<file path="config.mk">
export PLATFORM = sky130hd
export DESIGN_NAME = hpt_walker
export DESIGN_NICKNAME = d
export VERILOG_FILES = /design/src/rtl/hpt_walker.sv
export SDC_FILE = /design/constraint.sdc
export NUM_CORES = 1
export LEC_CHECK = 0
export BUFFER_PORTS_ARGS = -buffer_cell sky130_fd_sc_hd__buf_2
export CORE_MARGIN = 3
export CORE_UTILIZATION = 45
export CTS_BUF_LIST = sky130_fd_sc_hd__clkbuf_16
export DETAILED_ROUTE_END_ITERATION = 6
export GPL_TIMING_DRIVEN = 0
export PLACE_DENSITY = 0.69
export RECOVER_POWER = 25
export SYNTH_ARGS = -nofsm -noshare
export SYNTH_HDL_FRONTEND = slang
export SYNTH_SLANG_ARGS = --single-unit
</file>
<file path="constraint.sdc">
create_clock -name clk -period 5.1 [get_ports clk]
set_clock_uncertainty 0.15 [all_clocks]
set_input_delay 0.255 -clock clk [delete_from_list [all_inputs] [get_ports clk]]
set_output_delay 0.255 -clock clk [all_outputs]
set_load 0.05 [all_outputs]
</file>
<file path="src/rtl/hpt_walker.sv">
module hpt_walker #(
  parameter int VPN_W   = 16,
  parameter int DW      = 16,
  parameter int AW      = 12,
  parameter int FRAME_W = 12,
  parameter int IDX_W   = 4,
  parameter int CNT_W   = 8
) (
  input  logic               clk,
  input  logic               rst_n,
  input  logic               req_valid,
  input  logic [VPN_W-1:0]   req_vpn,
  input  logic [AW-1:0]      bucket_base,
  input  logic [CNT_W-1:0]   max_len,
  output logic               busy,
  output logic               rd_req,
  output logic [AW-1:0]      rd_addr,
  input  logic               rd_ack,
  input  logic [DW-1:0]      rd_data,
  output logic               res_valid,
  output logic               res_hit,
  output logic               res_fault,
  output logic               res_overrun,
  output logic [FRAME_W-1:0] res_frame,
  output logic [CNT_W-1:0]   res_visits
);
  localparam int HALF = VPN_W / 2;

  typedef enum logic [2:0] {S_IDLE, S_HEAD, S_KEY, S_FRAME, S_LINK} state_t;

  state_t             state;
  logic [VPN_W-1:0]   vpn_q;
  logic [AW-1:0]      ptr_q;
  logic [CNT_W-1:0]   visits;
  logic [HALF-1:0]    fold;
  logic [IDX_W-1:0]   bucket;
  logic [AW-1:0]      link;
  logic               key_match;

  assign fold      = vpn_q[VPN_W-1:HALF] ^ vpn_q[HALF-1:0];
  assign bucket    = fold[IDX_W-1:0];
  assign link      = rd_data[AW-1:0];
  assign key_match = (rd_data == DW'(vpn_q));
  assign busy      = (state != S_IDLE);
  assign rd_req    = busy;

  always_comb begin
    case (state)
      S_HEAD:  rd_addr = bucket_base + AW'(bucket);
      S_FRAME: rd_addr = ptr_q + AW'(1);
      S_LINK:  rd_addr = ptr_q + AW'(2);
      default: rd_addr = ptr_q;
    endcase
  end

  always_ff @(posedge clk) begin
    if (!rst_n) begin
      state       <= S_IDLE;
      vpn_q       <= '0;
      ptr_q       <= '0;
      visits      <= '0;
      res_valid   <= 1'b0;
      res_hit     <= 1'b0;
      res_fault   <= 1'b0;
      res_overrun <= 1'b0;
      res_frame   <= '0;
      res_visits  <= '0;
    end else begin
      res_valid <= 1'b0;
      case (state)
        S_IDLE: if (req_valid) begin
          vpn_q  <= req_vpn;
          visits <= '0;
          state  <= S_HEAD;
        end
        S_HEAD, S_LINK: if (rd_ack) begin
          if (link == '0 || visits == max_len) begin
            res_valid   <= 1'b1;
            res_hit     <= 1'b0;
            res_fault   <= 1'b1;
            res_overrun <= (link != '0);
            res_frame   <= '0;
            res_visits  <= visits;
            state       <= S_IDLE;
          end else begin
            ptr_q <= link;
            state <= S_KEY;
          end
        end
        S_KEY: if (rd_ack) begin
          visits <= visits + 1'b1;
          state  <= key_match ? S_FRAME : S_LINK;
        end
        S_FRAME: if (rd_ack) begin
          res_valid   <= 1'b1;
          res_hit     <= 1'b1;
          res_fault   <= 1'b0;
          res_overrun <= 1'b0;
          res_frame   <= rd_data[FRAME_W-1:0];
          res_visits  <= visits;
          state       <= S_IDLE;
        end
        default: state <= S_IDLE;
      endcase
    end
  end

  AST_ADDR_HELD: assert property (@(posedge clk) disable iff (!rst_n)
    rd_req && !rd_ack |=> rd_req && $stable(rd_addr));
  AST_TAKE_REQ: assert property (@(posedge clk) disable iff (!rst_n)
    req_valid && !busy |=> busy);
  AST_DONE_PULSE: assert property (@(posedge clk) disable iff (!rst_n)
    res_valid |=> !res_valid);
  AST_ONE_OUTCOME: assert property (@(posedge clk) disable iff (!rst_n)
    res_valid |-> (res_hit ^ res_fault));
  AST_FAULT_NO_FRAME: assert property (@(posedge clk) disable iff (!rst_n)
    res_valid && res_fault |-> res_frame == '0);
  AST_OVERRUN_AT_CAP: assert property (@(posedge clk) disable iff (!rst_n)
    res_valid && res_overrun |-> res_fault && res_visits == max_len);
  AST_VISITS_CAPPED: assert property (@(posedge clk) disable iff (!rst_n)
    res_valid |-> res_visits <= max_len);
endmodule

</file>
==> impl_results.md, run 1 <==
- Cell variety after synth: 48
- Reg2reg path depth: 7
- PortBufs: 92
- Commonest non-fill, non-tap cells in the layout: 101 x nand2_1, 72 x buf_2, 63 x dfxtp_1, 43 x clkbuf_1, 41 x a21oi_1
- Comb power frac: 0.219
- GP Congestion: ~0.84
- I/O pin total: 94
- Clk pwr share: 0.412
- Psw: between 400 and 500 uW
- Status: finished clean
- Die width: ~97 um
- Vias: 3716
- Worst reg2reg path endpoint: vpn_q[8]
- Final setup viols: 0
- Sequential power share: 0.368
- Cts repair resizes: 0
- Cells after Synth: ~470
- Grt ovf: 0
- Post-synth EDFFs: 0
- CTS Buffer Depth: 2
- Max VDD drop: 0.211 mV
- Htree depth: 3
- Num rows: 32
- Post-DRT Antenna Nets: 0
- Antenna violations before repair: 0
- Final wirelength: 10600 um
- Area growth syn-to-layout: 22.7%
- Worst setup path class: reg -> out
- Required @ worst endpoint: 4.70 ns
- Final period utilization: 0.625
- CP Launch Type: register
- PnR Total Power: between 1 and 1.5 mW
- DRT Pass-1 Iters: 4
- Residual DRC: 0
- Synth Flop Type: dfxtp_1
- Pwr/cell area: 314 nW/um^2
- Most common cell after layout, fill and taps aside: nand2_1
- Switching Fraction: 0.313
- RSZ-0062 raised after global routing: false
- Worst-margin pin slew: 0.720 ns
- Leakage: around 1.8 nW
- CTS root buf: clkbuf_16
- Crit-path max FO: 3
- Worst reg-to-reg setup slack: about 2.6 ns
- Synthesized area per cell: 7.95 um^2
- Die Span Y: 97.0 um
- Async SR Flop Fraction: 0
- Clk slew on worst S/H paths: 0.05 ns
- Reg-to-reg critical path startpoint: state[2]
- Setup crit end kind: output port
- Starting Density: 0.473
- Seq cells post-synth: 63
- Core Area: around 8000 um^2
- CTS sink count: 63
- Critical Path AT: approximately 2.8 ns
- Max-slew violations: 0
- Fin crit period: 3.19 ns
- # fillers: 764
- Internal power: 988 uW
- Hold depth: 3
- First-pass GRT wire length: between 15000 and 20000 um
- HPWL after detailed placement: 8120 um
- Syn_nets: 534
- Worst Hold Launch: req_vpn[5]
- Total Routing Usage GR: 0.223
- Vias in the first global route: 3696
- Initial drt markers: between 200 and 250
- Drt wl/cell: 15.6 um
- Synth Warn #: 0
- Nets: 637
- Hold_ws: 0.0159 ns
- Die area: 9410 um^2
- WHS Endpoint: vpn_q[5]
- MaxCap Viol Count: 0
- Fraction of layout cells with a size suffix above 1: 0.167
- Final instance area: approximately 4600 um^2
- Setup Total Neg Slack: 0 ns
- Post-placement cell area: 4320 um^2
- Register area share after synthesis: 0.338
- Hold Crit Class: in -> reg
- Post-CTS setup buffer count: 0
- CTS Buf Count: 9
- Pin count of the biggest net entering global routing: 12
- Diode count: 0
- CTS tree: yes
- Hold Fails Final Rpt: 0
- Fmax: 0.314 GHz
- Slew HR: 0.518
- Hold bufs inserted after CTS: 0
- Mapped Area: 3730 um^2
- Vias per inst: between 5 and 6
- Latest clock arrival within the worst-skew pair: 0.33 ns
==> area by class of cell <==
type	instances	area (um^2)	share of cell area
Multi-Input combinational cell	365	2290	0.500
Sequential cell	63	1260	0.276
Timing Repair Buffer	92	430	0.0941
Clock buffer	9	225	0.0492
Buffer	28	130	0.0285
Tap cell	102	128	0.0279
Clock inverter	6	61.3	0.0134
Inverter	13	48.8	0.0107
==> layer usage <==
metal,wire (um),up-vias,GRT usage
met3,675,11,0.0548
li1,-,1849,-
met4,93,0,0.0518
met5,0,-,0
met1,4580,1733,0.280
met2,5220,123,0.386
==> power by group through the flow <==
stage,Clock (mW),Combinational (mW),Sequential (mW)
after global routing,0.622,0.344,0.532
after floorplan,0,0.221,0.536
after CTS,0.598,0.315,0.529
final,0.593,0.316,0.530
after detailed placement,0,0.313,0.540
after global placement,0,0.307,0.539
==> flip-flops by register name, indices dropped and copies added (netlist names) <==
register,count
res_frame,12
res_visits,8
vpn_q,16
res_valid,1
res_hit,1
ptr_q,12
res_fault,1
state,3
res_overrun,1
visits,8
==> cell families after synthesis <==
| family | Yosys count | synth area share |
|---|---|---|
| AOI/OAI and AO/OA | 93 | 0.155 |
| xor gates and xnor gates | 48 | 0.113 |
| adders and majority gates | 9 | 0.0322 |
| buffers and inverters | 41 | 0.0480 |
| DFF | 63 | 0.338 |
| muxes | 29 | 0.0779 |
| and+or+nand+nor | 186 | 0.236 |
==> metrics by stage <==
step | setup slack (ns) | cells | util
2_1_floorplan | 1.95 | 469 | -
3_3_place_gp | 2.30 | 663 | 0.547
3_5_place_dp | 2.28 | 663 | 0.547
4_1_cts | 1.91 | 678 | 0.584
5_1_grt | 1.70 | 678 | 0.580
6_report | 1.91 | 678 | 0.580
==> cells in the mapped netlist (2+ instances only) <==
cell type	instances	area (um^2)
and2_1	2	12.5
nand2_1	101	379
mux2i_1	29	290
clkbuf_1	19	71.3
and4_1	2	17.5
dfxtp_1	63	1260
buf_2	4	20.0
buf_6	2	22.5
nand3b_1	3	22.5
nor2_1	13	48.8
xor2_1	22	193
nand3_1	24	120
a22oi_1	2	15.0
o21ai_0	23	115
nor2b_1	4	25.0
nor3_1	7	35.0
a211oi_1	6	45.0
a211o_1	4	35.0
ha_1	8	100
a21o_1	2	15.0
nand4_1	13	81.3
a21oi_1	41	205
inv_1	12	45.0
nor4_1	7	43.8
xnor2_1	26	228
and3_1	5	31.3
o32a_1	2	20.0
a31oi_1	2	12.5
nor4_4	2	42.5
==> worst max-delay path: stages, from the launching register on <==
cell and delay, ns:
dfxtp_1 0.38, xor2_1 0.17, ha_1 0.20, inv_1 0.06
fa_1 0.40, nand3b_1 0.22, a21oi_1 0.28, nand4_1 0.15
xnor2_1 0.17, a32o_1 0.15, buf_2 0.26
==> how the worst max path moves through the flow <==
stage,start,end
after floorplan,state[0],rd_addr[4]
after global placement,vpn_q[8],rd_addr[8]
after detailed placement,vpn_q[8],rd_addr[10]
final,vpn_q[8],rd_addr[10]
after CTS,vpn_q[8],rd_addr[10]
after global routing,vpn_q[8],rd_addr[6]
Power figures use the tool's default switching activity.
==> run 2: changes to the inputs <==
Clock period 5.1 ns to 3 ns, I/O delays scaled along.
==> impl_results.md, run 2 (synthesis results as in run 1) <==
- Die width: 97.0 um (unchanged)
- Pin count of the biggest net entering global routing: 12 (unchanged)
- Setup crit end kind: output port
- Hold Crit Class: in -> reg
- Internal power: 1.72 mW (+74%)
- Die Span Y: 97.0 um (unchanged)
- Comb power frac: 0.235 (+0.016)
- Most common cell after layout, fill and taps aside: nand2_1
- Hold_ws: 0.0258 ns (+0.00989 ns)
- Core Area: 7890 um^2 (unchanged)
- Flip-flop count of the largest register after layout: 16 (unchanged)
- Final instance area: 4930 um^2 (+7.7%)
- Num rows: 32 (unchanged)
- Critical Path AT: 2.66 ns (-0.12 ns)
- Worst Hold Launch: rst_n
- Clk slew on worst S/H paths: 0.06 ns (about the same)
- CTS root buf: clkbuf_16
- Max-slew violations: 0 (unchanged)
- Fraction of layout cells with a size suffix above 1: 0.174 (+0.00710)
- MaxCap Viol Count: 0 (unchanged)
- Latest clock arrival within the worst-skew pair: 0.33 ns (about the same)
- Initial drt markers: 231 (-6.9%)
- Required @ worst endpoint: 2.70 ns (-2.00 ns)
- Leakage: 1.92 nW (+7.9%)
- WHS Endpoint: res_hit
- Die area: 9410 um^2 (unchanged)
- Drt wl/cell: 15.5 um (-0.52%)
- Antenna violations before repair: 0 (unchanged)
- Residual DRC: 0 (unchanged)
- Vias per inst: 5.42 (-1.2%)
- HPWL after detailed placement: 7940 um (-2.2%)
- Grt ovf: 0 (unchanged)
- Nets: 670 (+5.2%)
- Switching Fraction: 0.314 (+0.000691)
- Area growth syn-to-layout: 32.1%
- RSZ-0062 raised after global routing: true
- I/O pin total: 94 (unchanged)
- CTS sink count: 63 (unchanged)
- Final period utilization: 0.987
- CTS Buffer Depth: 2 (unchanged)
- Worst reg2reg path endpoint: vpn_q[5]
- Status: finished clean
- Top reg by flops: vpn_q
- Post-placement cell area: 4320 um^2 (unchanged)
- Fmax: 0.338 GHz
- Reg2reg path depth: 7 (unchanged)
- Vias in the first global route: 3848 (+4.1%)
- Slew HR: 0.531 (+0.0125)
- Final setup viols: 0 (unchanged)
- Final wirelength: 11000 um (+4.5%)
- Psw: 786 uW (+75%)
- Sequential power share: 0.360 (-0.008)
- GP Congestion: 0.866 (+2.6%)
- Starting Density: 0.473 (unchanged)
- Worst setup path class: reg -> out
- PortBufs: 92 (unchanged)
- Fin crit period: 2.96 ns
- Worst-margin pin slew: 0.697 ns (-0.0225 ns)
- CTS tree: yes
- Crit-path max FO: 3 (unchanged)
- Max VDD drop: 0.329 mV (+56%)
- Total Routing Usage GR: 0.233 (+0.00918)
- Clk pwr share: 0.405 (-0.007)
- First-pass GRT wire length: 18200 um (+4.8%)
- Pwr/cell area: 508 nW/um^2 (+62%)
- Worst reg-to-reg setup slack: 0.54 ns (-2.10 ns)
- Largest registers: vpn_q x16, ptr_q x12, res_frame x12
- CTS Buf Count: 9 (unchanged)
- Reg-to-reg critical path startpoint: state[2]
- Htree depth: 3 (unchanged)
- Vias: 3857 (+3.8%)
- Post-DRT Antenna Nets: 0 (unchanged)
- Hold depth: 3 (unchanged)
- Diode count: 0 (unchanged)
- Commonest non-fill, non-tap cells in the layout: 101 x nand2_1, 70 x buf_2, 61 x dfxtp_1, 44 x clkbuf_1, 40 x a21oi_1
- CP Launch Type: register
- DRT Pass-1 Iters: 5 (+1)
- Hold Fails Final Rpt: 0 (unchanged)
==> run 2: cell types whose count changed in the layout (fill, tap and decap cells not counted), sizes merged <==
cell         previous run  this run
dlygate4sd3             0        28
buf                    76        81
clkinv                  5         2
clkinvlp                0         2
inv                    13        15
==> run 2: worst max-delay path: stages (launching register included) <==
cell and delay (ns):
dfxtp_2 0.34, xor2_1 0.18, ha_2 0.23, inv_1 0.06, fa_2 0.34, nand3b_1 0.24, a211oi_2 0.26, xnor2_1 0.15
nor3_1 0.07, a211o_1 0.25, buf_2 0.21
==> run 2: through the flow <==
stage	utilization	setup TNS, ns	worst slack, ns	instances	total power, mW
finish	0.625	0	0.0395	712	2.51
global route	0.625	-0.0492	-0.0483	712	2.60
CTS	0.624	0	0.0452	709	2.49
detailed placement	0.547	0	0.246	663	1.45
global placement	0.547	0	0.317	663	1.44
floorplan	-	0	0.279	469	1.29
==> run 2: worst max-delay path by stage <==
stage	from	to	slack (ns)
after global placement	vpn_q[8]	rd_addr[8]	0.32
after CTS	vpn_q[9]	rd_addr[11]	0.05
after global routing	vpn_q[0]	rd_addr[8]	-0.05
final	vpn_q[0]	rd_addr[8]	0.04
after floorplan	vpn_q[9]	rd_addr[11]	0.28
after detailed placement	vpn_q[8]	rd_addr[6]	0.25
==> run 2: per-layer routing <==
metal | vias to the layer above | global-route usage | share of wire
li1 | 1913 | - | -
met1 | 1790 | 0.285 | 0.43
met2 | 135 | 0.403 | 0.49
met3 | 19 | 0.0606 | 0.066
met4 | 0 | 0.0626 | 0.013
met5 | - | 0 | 0
==> run 2: area by class of cell <==
cell class / instances / area (um^2)
fill: 695 / 2960
tap: 102 / 128
inverter: 13 / 48.8
multi-input combinational: 365 / 2310
buffer: 28 / 129
clock buffer: 9 / 225
clock inverter: 7 / 65.1
timing repair buffer: 125 / 761
sequential: 63 / 1260
==> run 2: timing repair <==
item                                   CTS  global route
hold buffers                            28             0
buffers inserted                         2             3
endpoints found under the hold margin   35             0
setup endpoints to repair                3             7
resized for setup                        7             5
pin swaps                                1             6
==> run 2: power by group through the flow <==
stage | combinational, mW | sequential, mW | clock (mW)
floorplan | 0.377 | 0.911 | 0
global placement | 0.522 | 0.916 | 0
detailed placement | 0.532 | 0.918 | 0
CTS | 0.570 | 0.901 | 1.02
global route | 0.634 | 0.904 | 1.07
finish | 0.589 | 0.901 | 1.02
==> run 3: changes to the inputs <==
--- a/config.mk
+++ b/config.mk
@@ -7,4 +7,5 @@
 export LEC_CHECK = 0
 export BUFFER_PORTS_ARGS = -buffer_cell sky130_fd_sc_hd__buf_2
+export CAP_MARGIN = 40
 export CORE_MARGIN = 3
 export CORE_UTILIZATION = 45
==> constraint.sdc (replaced) <==
create_clock -name clk -period 3 [get_ports clk]
set_clock_uncertainty 0.15 [all_clocks]
set_input_delay 0.3 -clock clk [delete_from_list [all_inputs] [get_ports clk]]
set_output_delay 0.3 -clock clk [all_outputs]
set_load 0.05 [all_outputs]
==> impl_results.md, run 3 (synthesis results as in run 1) <==
- Setup crit end kind: output port
- Post-Place Cells: 663 (unchanged)
- Grt ovf: 0 (unchanged)
- Worst Hold Launch: req_vpn[9]
- Switching Fraction: 0.314 (+0.000578)
- Setup ws final: -0.0907 ns (-0.130 ns)
- Flip-flop count of the largest register after layout: 16 (unchanged)
- Die width: 97.0 um (unchanged)
- Die area: 9410 um^2 (unchanged)
- Residual DRC: 0 (unchanged)
- CP peak stage delay: 0.34 ns (about the same)
- Top reg by flops: vpn_q
- Slowest CP cell: fa_2
- PortBufs: 92 (unchanged)
- Pwr/cell area: 531 nW/um^2 (+4.3%)
- Crit path buffers/inverters: 2 (unchanged)
- Failing checks: setup timing
- CP Launch Type: register
- Vias: 3736 (-3.1%)
- CP startpoint: vpn_q[0]
- Crit-path max FO: 3 (unchanged)
- GP Congestion: 0.866 (unchanged)
- Most common cell after layout, fill and taps aside: nand2_1
- # fillers: 736 (+5.9%)
- Initial drt markers: 204 (-12%)
- Sequential power share: 0.362 (+0.002)
- Clk slew on worst S/H paths: 0.05 ns (about the same)
- Diode count: 0 (unchanged)
- Psw: 781 uW (-0.66%)
- CP cell instances: xor2_1 > ha_2 > inv_2 > fa_2 > nand3b_1 > a21oi_2 > nand2_1 > xnor2_1 > a211o_1 > buf_6
- Hold Fails Final Rpt: 0 (unchanged)
- Area growth syn-to-layout: 25.6%
- CTS root buf: clkbuf_16
- Largest registers: vpn_q x16, ptr_q x12, res_frame x12
- Fmax: 0.324 GHz (-4.2%)
- Final period utilization: 1.03 (+0.0434)
- CTS Buffer Depth: 2 (unchanged)
- Commonest non-fill, non-tap cells in the layout: 101 x nand2_1, 65 x buf_2, 61 x dfxtp_1, 41 x clkbuf_1, 39 x a21oi_1
- Comb power frac: 0.230 (-0.005)
- Starting Density: 0.473 (unchanged)
- Nets: 641 (-4.3%)
- RSZ-0062 raised after global routing: true
- Critical Path AT: 2.64 ns (-0.02 ns)
- Max VDD drop: 0.338 mV (+2.8%)
- Reg-to-reg critical path startpoint: state[2]
- First-pass GRT wire length: 17500 um (-4.2%)
- Max-slew violations: 0 (unchanged)
- Setup Total Neg Slack: -0.206 ns (-0.206 ns)
- Fin cells: 683 (-4.1%)
- PnR Total Power: 2.48 mW (-0.84%)
- Internal power: 1.70 mW (-0.93%)
- Num rows: 32 (unchanged)
- Required @ worst endpoint: 2.55 ns (-0.15 ns)
- Final wirelength: 10600 um (-4.0%)
- MaxCap Viol Count: 0 (unchanged)
- CTS tree: yes
- Hold Crit Class: in -> reg
- Clk pwr share: 0.408 (+0.003)
- Htree depth: 3 (unchanged)
- Antenna violations before repair: 0 (unchanged)
- HPWL after detailed placement: 7940 um (unchanged)
- Leakage: 1.81 nW (-5.6%)
- Worst setup path class: reg -> out
- Seq. cell area: 1260 um^2 (unchanged)
- Pin count of the biggest net entering global routing: 12 (unchanged)
- Drt wl/cell: 15.5 um (+0.11%)
- Final core occ: 0.594 (-0.0311)
- Multi-input logic area: 2320 um^2 (+0.71%)
- Delay-heaviest family, CP: adder cells
- Status: finished, violations left
- Final setup viols: 3 (+3)
- Fin crit period: 3.09 ns (+0.130 ns)
- Latest clock arrival within the worst-skew pair: 0.33 ns (about the same)
- Core Area: 7890 um^2 (unchanged)
- I/O pin total: 94 (unchanged)
- DRT Pass-1 Iters: 4 (-1)
- Vias in the first global route: 3648 (-5.2%)
- Slew HR: 0.520 (-0.0106)
- Die Span Y: 97.0 um (unchanged)
- Vias per inst: 5.47 (+0.98%)
- Worst-margin pin slew: 0.713 ns (+0.0158 ns)
- CTS Buf Count: 9 (unchanged)
- Total Routing Usage GR: 0.222 (-0.0102)
- Post-DRT Antenna Nets: 0 (unchanged)
- CTS sink count: 63 (unchanged)
- Fraction of layout cells with a size suffix above 1: 0.193 (+0.0190)
-- run 3: final cells by class --
cell class,count,area share
multi-input cells,365,0.496
flip-flops and latches,63,0.270
repair buffers,96,0.106
clock buffers,9,0.0481
plain buffers,28,0.0281
well taps,102,0.0273
clock inverters,7,0.0139
inverters,13,0.0104
-- run 3: repair_timing --
item,in CTS,in global routing
hold endpoints to repair,0,0
hold buffers,0,0
pin swaps,2,6
setup endpoints to repair,8,8
resized for setup,14,12
setup buffers,4,0
-- run 3: per-stage QoR --
stage	hold WS [ns]	area [um^2]	worst slack, ns
2_1_floorplan	0.286	3730	0.129
3_3_place_gp	0.294	4320	0.167
3_5_place_dp	0.297	4320	0.0960
4_1_cts	0.0548	4680	-0.0352
5_1_grt	0.0603	4680	-0.151
6_report	0.0595	4680	-0.0907
-- run 3: per-layer routing --
metal	global-route usage	up-vias	wire (um)
met5	0	-	0
met4	0.0680	0	201
met3	0.0555	21	714
met2	0.368	146	5040
met1	0.285	1713	4650
li1	-	1856	-
-- run 3: worst reg2reg max path, stage by stage (launching register included) --
cell and delay (ns):
dfxtp_1 0.34, clkbuf_1 0.25, nor2_1 0.44, nand2_1 0.18, nor2_1 0.49, buf_2 0.31
nand2_1 0.08, a21oi_1 0.14
-- run 3: path summary, 6_finish.rpt --
path	endpoint	slack, ns	cells past startpoint
setup / recovery	rd_addr[6]	-0.09	10
hold / removal	vpn_q[9]	0.06	3
setup reg to reg	vpn_q[14]	0.55	7
hold reg to reg	res_frame[8]	0.30	2
-- run 3: power by group through the flow --
| stage | clock network, mW | logic (mW) | registers, mW |
|---|---|---|---|
| 4_1_cts | 1.02 | 0.555 | 0.899 |
| 2_1_floorplan | 0 | 0.377 | 0.911 |
| 3_5_place_dp | 0 | 0.532 | 0.918 |
| 5_1_grt | 1.07 | 0.613 | 0.904 |
| 6_report | 1.01 | 0.570 | 0.900 |
| 3_3_place_gp | 0 | 0.522 | 0.916 |
